File: config.mk
export PLATFORM = sky130hd
export DESIGN_NAME = sdlc_tx
export DESIGN_NICKNAME = d
export VERILOG_FILES = /design/src/rtl/sdlc_tx_pkg.sv /design/src/rtl/sdlc_tx_fifo.sv /design/src/rtl/sdlc_tx_crc.sv /design/src/rtl/sdlc_tx.sv
export SDC_FILE = /design/constraint.sdc
export NUM_CORES = 1
export LEC_CHECK = 0
export ABC_AREA = 1
export BUFFER_PORTS_ARGS = -buffer_cell sky130_fd_sc_hd__buf_2
export CORE_MARGIN = 8
export CORE_UTILIZATION = 62
export CTS_BUF_LIST = sky130_fd_sc_hd__clkbuf_16
export CTS_CLUSTER_DIAMETER = 100
export DETAILED_ROUTE_END_ITERATION = 7
export GPL_ROUTABILITY_DRIVEN = 0
export PLACE_DENSITY = 0.8
export SLEW_MARGIN = 10
export SYNTH_ARGS = -nofsm -noshare
export SYNTH_HDL_FRONTEND = slang
export SYNTH_SLANG_ARGS = --single-unit
File: constraint.sdc
create_clock -name clk -period 3.7 [get_ports clk]
set_input_delay 0.555 -clock clk [delete_from_list [all_inputs] [get_ports clk]]
set_output_delay 0.555 -clock clk [all_outputs]
set_load 0.005 [all_outputs]
File: src/rtl/sdlc_tx_pkg.sv
package sdlc_tx_pkg;

    typedef enum logic [2:0] {
        TX_OFF,
        TX_FLAG,
        TX_DATA,
        TX_FCS,
        TX_ABORT
    } tx_state_e;

    localparam logic [7:0]  FLAG_BYTE  = 8'h7E;
    localparam logic [7:0]  ABORT_BYTE = 8'hFF;
    localparam logic [15:0] CRC_POLY_R = 16'h8408;
    localparam logic [15:0] CRC_PRESET = 16'hFFFF;

    // Advance the reflected CRC over one byte, LSB first.
    function automatic logic [15:0] crc_byte(input logic [15:0] c_in, input logic [7:0] b);
        logic [15:0] c;
        c = c_in;
        for (int i = 0; i < 8; i++) begin
            if (c[0] ^ b[i]) c = (c >> 1) ^ CRC_POLY_R;
            else             c = c >> 1;
        end
        return c;
    endfunction

endpackage

File: src/rtl/sdlc_tx_fifo.sv
module sdlc_tx_fifo #(
    parameter int W     = 8,
    parameter int DEPTH = 8,
    localparam int AW   = $clog2(DEPTH),
    localparam int CW   = AW + 1
) (
    input  logic          clk,
    input  logic          rst_n,
    input  logic          flush,
    input  logic          wr_en,
    input  logic [W-1:0]  wr_data,
    input  logic          rd_en,
    output logic [W-1:0]  rd_data,
    output logic [CW-1:0] count,
    output logic          empty,
    output logic          full
);
    logic [W-1:0]  mem [DEPTH];
    logic [AW-1:0] wp, rp;
    logic          wr_ok, rd_ok;

    assign empty   = (count == '0);
    assign full    = (count == CW'(DEPTH));
    assign wr_ok   = wr_en && !full && !flush;
    assign rd_ok   = rd_en && !empty && !flush;
    assign rd_data = mem[rp];

    always_ff @(posedge clk) begin
        if (wr_ok) mem[wp] <= wr_data;
    end

    always_ff @(posedge clk or negedge rst_n) begin
        if (!rst_n) begin
            wp    <= '0;
            rp    <= '0;
            count <= '0;
        end else if (flush) begin
            wp    <= '0;
            rp    <= '0;
            count <= '0;
        end else begin
            if (wr_ok) wp <= (wp == AW'(DEPTH-1)) ? '0 : wp + 1'b1;
            if (rd_ok) rp <= (rp == AW'(DEPTH-1)) ? '0 : rp + 1'b1;
            count <= count + CW'(wr_ok) - CW'(rd_ok);
        end
    end
endmodule

File: src/rtl/sdlc_tx_crc.sv
module sdlc_tx_crc
    import sdlc_tx_pkg::*;
(
    input  logic        clk,
    input  logic        rst_n,
    input  logic        start,
    input  logic        step,
    input  logic [7:0]  data_in,
    output logic [15:0] crc
);
    logic [15:0] crc_nx;

    assign crc_nx = crc_byte(start ? CRC_PRESET : crc, data_in);

    always_ff @(posedge clk or negedge rst_n) begin
        if (!rst_n)    crc <= CRC_PRESET;
        else if (step) crc <= crc_nx;
    end
endmodule

File: src/rtl/sdlc_tx.sv
module sdlc_tx
    import sdlc_tx_pkg::*;
#(
    parameter int DEPTH = 8,
    localparam int CW   = $clog2(DEPTH) + 1,
    localparam int HALF = DEPTH / 2
) (
    input  logic       clk,
    input  logic       rst_n,
    input  logic       enable,
    input  logic       abort_mode,
    input  logic       baud_tick,
    input  logic       wr_en,
    input  logic [7:0] wr_data,
    input  logic       irq_clr,
    output logic       txd,
    output logic       tx_drive,
    output logic       svc_req,
    output logic       abort_irq,
    output logic       overflow
);
    tx_state_e     state, state_nx;
    logic [7:0]    sh, sh_nx;
    logic [2:0]    bitcnt, bitcnt_nx;
    logic [2:0]    ones, ones_nx;
    logic          stuff, stuff_nx;
    logic          fcs_hi, fcs_hi_nx;
    logic          set_abort;
    logic          flush, fifo_rd, crc_start, crc_step;
    logic [7:0]    fifo_dout;
    logic [CW-1:0] fifo_cnt;
    logic          fifo_empty, fifo_full;
    logic [15:0]   crc;

    assign flush = (state != TX_OFF) && !enable;

    sdlc_tx_fifo #(.W(8), .DEPTH(DEPTH)) u_fifo (
        .clk(clk), .rst_n(rst_n), .flush(flush),
        .wr_en(wr_en), .wr_data(wr_data),
        .rd_en(fifo_rd), .rd_data(fifo_dout),
        .count(fifo_cnt), .empty(fifo_empty), .full(fifo_full)
    );

    sdlc_tx_crc u_crc (
        .clk(clk), .rst_n(rst_n), .start(crc_start), .step(crc_step),
        .data_in(fifo_dout), .crc(crc)
    );

    // Next-state and datapath logic
    always_comb begin
        state_nx  = state;
        sh_nx     = sh;
        bitcnt_nx = bitcnt;
        ones_nx   = ones;
        stuff_nx  = stuff;
        fcs_hi_nx = fcs_hi;
        set_abort = 1'b0;
        fifo_rd   = 1'b0;
        crc_start = 1'b0;
        crc_step  = 1'b0;
        if (state == TX_OFF) begin
            if (enable) begin
                state_nx  = TX_FLAG;
                sh_nx     = FLAG_BYTE;
                bitcnt_nx = '0;
                ones_nx   = '0;
                stuff_nx  = 1'b0;
            end
        end else if (!enable) begin
            state_nx  = TX_OFF;
            sh_nx     = '0;
            bitcnt_nx = '0;
            ones_nx   = '0;
            stuff_nx  = 1'b0;
        end else if (baud_tick) begin
            if (stuff) begin
                stuff_nx = 1'b0;
                ones_nx  = '0;
            end else begin
                if ((state == TX_DATA || state == TX_FCS) && sh[0]) begin
                    if (ones == 3'd4) begin
                        ones_nx  = '0;
                        stuff_nx = 1'b1;
                    end else begin
                        ones_nx = ones + 1'b1;
                    end
                end else begin
                    ones_nx = '0;
                end
                if (bitcnt != 3'd7) begin
                    sh_nx     = {1'b0, sh[7:1]};
                    bitcnt_nx = bitcnt + 1'b1;
                end else begin
                    bitcnt_nx = '0;
                    unique case (state)
                        TX_FLAG: begin
                            if (!fifo_empty) begin
                                state_nx  = TX_DATA;
                                sh_nx     = fifo_dout;
                                fifo_rd   = 1'b1;
                                crc_step  = 1'b1;
                                crc_start = 1'b1;
                            end else begin
                                sh_nx = FLAG_BYTE;
                            end
                        end
                        TX_DATA: begin
                            if (!fifo_empty) begin
                                sh_nx    = fifo_dout;
                                fifo_rd  = 1'b1;
                                crc_step = 1'b1;
                            end else if (abort_mode) begin
                                state_nx  = TX_ABORT;
                                sh_nx     = ABORT_BYTE;
                                set_abort = 1'b1;
                            end else begin
                                state_nx  = TX_FCS;
                                sh_nx     = ~crc[7:0];
                                fcs_hi_nx = 1'b0;
                            end
                        end
                        TX_FCS: begin
                            if (!fcs_hi) begin
                                sh_nx     = ~crc[15:8];
                                fcs_hi_nx = 1'b1;
                            end else begin
                                state_nx = TX_FLAG;
                                sh_nx    = FLAG_BYTE;
                            end
                        end
                        TX_ABORT: begin
                            if (!fifo_empty) begin
                                state_nx = TX_FLAG;
                                sh_nx    = FLAG_BYTE;
                            end else begin
                                sh_nx = ABORT_BYTE;
                            end
                        end
                        TX_OFF: ;
                    endcase
                end
            end
        end
    end

    // State register
    always_ff @(posedge clk or negedge rst_n) begin
        if (!rst_n) begin
            state     <= TX_OFF;
            sh        <= '0;
            bitcnt    <= '0;
            ones      <= '0;
            stuff     <= 1'b0;
            fcs_hi    <= 1'b0;
            abort_irq <= 1'b0;
            overflow  <= 1'b0;
        end else begin
            state  <= state_nx;
            sh     <= sh_nx;
            bitcnt <= bitcnt_nx;
            ones   <= ones_nx;
            stuff  <= stuff_nx;
            fcs_hi <= fcs_hi_nx;
            if (set_abort)    abort_irq <= 1'b1;
            else if (irq_clr) abort_irq <= 1'b0;
            if (wr_en && fifo_full && !flush) overflow <= 1'b1;
            else if (irq_clr)                 overflow <= 1'b0;
        end
    end

    // Outputs
    always_comb begin
        tx_drive = (state != TX_OFF);
        txd      = (state == TX_OFF) ? 1'b1 : (!stuff && sh[0]);
        svc_req  = enable && (fifo_cnt <= CW'(HALF));
    end
endmodule

==> impl_metrics.csv <==
group,metric,value,unit
yosys,yosysTopAreaCellShare,31.3,%
timing,worstMarginPinSlew,1.06,ns
cts,tritoncts.num_buffers,9,
cts,master_cell_of_the_clock_root_buffer,"clkbuf_16",
yosys,synthCells,747,
final_layout,fillCellCount,780,
grt,first_pass_grt_wire_length,22.5,mm
cts,ctsHoldBuffers,0,
pwr,intPower,2.31,mW
pwr,power.share.sequential,43.3,%
cts,htree_num_levels,3,
place,place_inst,883,
die,start_util,63.4,%
worst_setup_path,setup.worst_path.class,"register to register",
detailed_routing,dr.pass1.iters,5,
die,die-width,115,um
cts,cts_resized,0,
die,floorplan.die_area,13300,um^2
worst_setup_path,cp-start-kind,"register",
outcome,run_status,"finished, final reports clean",
grt,grt_start_max_net_pins,48,
pwr,ir_drop,0.338,mV
place,io_buf_count,19,
flow_run,maxCapViolations,0,
worst_setup_path,worst_setup_path_end_kind,"register",
yosys,netlist.top_cell.by_area,"edfxtp_1",
detailed_routing,drcViolationCount,0,
die,core_area,9680,um^2
yosys,yosysWarningCount,0,
grt,globalRouteOverflowTotal,0,
detailed_routing,antenna_left,0,
detailed_routing,post_drt_wl_per_cell,14.8,um
timing,timing.fmax,347,MHz
worst_setup_path,worst-endpoint-arrival,3.11,ns
yosys,syn_nets,778,
yosys,ys_seq_elements,111,
final_layout,flow.area_growth_from_synthesis,6.83,%
timing,finalHoldViolCount,0,
timing,layout_worst_path_cycle_share,77.8,%
die,placementRows,36,
yosys,netlist_top_cells_area,"edfxtp_1 (31%), nand2_1 (14%), dfrtp_1 (13%)",
cts,clk_slew_on_worst_s_h_paths,0.07,ns
detailed_routing,post_drt_via_cell_ratio,5.45,
detailed_routing,route.vias.total,4903,
place,pre_cts_slack,0.860,ns
yosys,synth.yosys.seq_area_share,50.8,%
detailed_routing,detailedRoute.firstIterationViolations,402,
yosys,post_synth_num_cell_types,40,
place,place_hpwl,9.64,mm
cts,cts_sinks,111,
pwr,power_dens_cells,554,nW/um^2
timing,timing.setup.tns,0,ns
pwr,leakage,3.15,nW
pwr,clockPowerShare,25.2,%
final_layout,diodes_inserted,0,
timing,slew_headroom,29.3,%
pwr,total_power,3.63,mW
die,io-pin-count,20,
timing,report.final.setup_viol,0,
pwr,net-switching-power,1.32,mW
grt,first_global_vias,4839,
worst_setup_path,cp.required,3.93,ns
grt,grt_use_total,21.5,%
timing,final.setup_skew,0.00982,ns
cts,max-clock-path-buffers,2,
final_layout,fraction_of_final_layout_cells_sized_beyond_drive_strength_1,12.4,%
timing,final_max_slew_viol_count,0,
pwr,switching_share,36.5,%
detailed_routing,totalWireLength,13.3,mm
hold_path,worst_hold_path_type,"input pin to async pin",
cts,cts_setup_buffers,0,
pwr,combPwrFrac,31.5,%
cts,worst_skew_pair.late_latency,0.36,ns
die,chipHeight,115,um
final_layout,finish.net_count,792,
yosys,syn-mean-instance-area,8.21,um^2
timing,period_minus_slack,2.88,ns
timing,unrepaired_setup_endpoints_after_global_routing,"false",
cts,cts_tree,"done",
grt,antenna_found_initial,0,
timing,setup_slack,0.821,ns
yosys,synthesis.area,6140,um^2
final_layout,non_filler_cells_final,899,
worst_setup_path,crit_path_max_fanout,17,
## stage by stage
| stage | hold slack [ns] | cell area [um^2] | util [%] |
|---|---|---|---|
| final | 0.390 | 6560 | 67.7 |
| after global routing | 0.426 | 6560 | 67.7 |
| after CTS | 0.413 | 6560 | 67.7 |
| after detailed placement | 0.467 | 6280 | 64.9 |
| after global placement | 0.461 | 6280 | 64.9 |
| after floorplan | 0.259 | 6140 | - |
## final timing paths
| check | startpoint | end | slack (ns) | cells after the start |
|---|---|---|---|---|
| setup / recovery | bitcnt[0] | u_fifo.count[1] | 0.82 | 14 |
| hold / removal | rst_n | u_fifo.rp[0] | 0.39 | 1 |
| setup reg to reg | bitcnt[0] | u_fifo.count[1] | 0.82 | 14 |
| hold reg to reg | u_crc.crc[12] | u_crc.crc[12] | 0.48 | 2 |
| max in group asynchronous | rst_n | bitcnt[2] | 2.66 | 1 |
| min in group clk | irq_clr | overflow | 0.41 | 2 |
## sequential cells by signal, indices dropped and copies added (netlist names), 3 cells and up
name          count
sh                8
u_fifo.count      4
u_fifo.rp         3
u_crc.crc        16
bitcnt            3
state             3
u_fifo.mem       64
ones              3
u_fifo.wp         3
## cells in the final DEF (no fill, tap or decap), types with 4 or more instances in the layout
master | netlist | final
a21oi_1 | 24 | 24
buf_2 | 7 | 19
clkbuf_16 | 0 | 9
dfrtp_1 | 31 | 31
dfstp_2 | 16 | 16
edfxtp_1 | 64 | 64
ha_1 | 15 | 15
inv_1 | 108 | 110
inv_2 | 9 | 9
nand2_1 | 236 | 236
nand2_2 | 16 | 16
nand3_1 | 65 | 65
nor2_1 | 53 | 53
nor2_2 | 4 | 4
o21ai_0 | 44 | 44
o21ai_1 | 6 | 6
o22ai_1 | 4 | 4
## synth_stat cells
library cell,count
nor2_2,4
dfstp_2,16
edfxtp_1,64
a21boi_0,1
nand3_1,65
o41ai_1,1
nand3_2,1
o21ai_2,1
xor2_1,3
xnor2_1,2
inv_4,1
nor3_1,3
a21oi_4,2
buf_6,5
o21ai_1,6
inv_1,108
nor2_8,1
a21o_1,1
nor2_4,3
nand4_1,2
clkinv_1,1
inv_2,9
clkbuf_1,2
nand2_2,16
nor2_1,53
o21ai_0,44
nand3b_1,2
o22ai_1,4
o21ai_4,1
dfrtp_1,31
ha_1,15
a22oi_1,1
buf_4,5
a21oi_1,24
buf_2,7
nand2_4,3
fa_1,1
nand2_1,236
o32ai_1,1
nand4_2,1
## routing by layer
metal | GRT usage (%) | up-vias | routed length (um)
met2 | 35.2 | 195 | 6290
met5 | 0 | - | 0
met4 | 7.88 | 0 | 272
li1 | - | 2406 | -
met3 | 4.85 | 25 | 883
met1 | 27.3 | 2277 | 5900
## cells by family (layout without fill, tap and decap cells)
group | after synthesis | after routing | share of synthesized area (%)
xor gates and xnor gates | 5 | 5 | 0.714
DFF | 111 | 111 | 50.8
AOI/OAI and AO/OA | 87 | 87 | 8.03
and+or+nand+nor | 390 | 390 | 27.5
buffers and inverters | 138 | 157 | 9.54
adders and majority gates | 16 | 16 | 3.39
## layout make-up
cell class / instances / area [um^2] / share of cell area, %
Clock buffer: 9 / 225 / 3.44
Sequential cell: 111 / 3120 / 47.6
Timing Repair Buffer: 22 / 118 / 1.79
Clock inverter: 7 / 46.3 / 0.706
Inverter: 119 / 449 / 6.85
Tap cell: 133 / 166 / 2.54
Multi-Input combinational cell: 498 / 2430 / 37.1
## power groups by stage
stage / clock network [mW] / registers (mW) / logic, mW
6_report: 0.913 / 1.57 / 1.14
5_1_grt: 0.966 / 1.59 / 1.30
4_1_cts: 0.916 / 1.57 / 1.14
3_5_place_dp: 0 / 1.59 / 1.13
3_3_place_gp: 0 / 1.59 / 1.08
2_1_floorplan: 0 / 1.58 / 0.846
## critical path, stage by stage, from the launching register on
cell     delay (ns)
dfrtp_1        0.36
ha_1           0.16
ha_1           0.29
nand2_2        0.12
nor2_4         0.16
nand2_4        0.09
nor2_8         0.21
a21oi_4        0.05
inv_2          0.22
ha_1           0.28
inv_1          0.07
ha_1           0.18
fa_1           0.43
inv_1          0.07
nor2_1         0.04
Power figures use the tool's default switching activity.
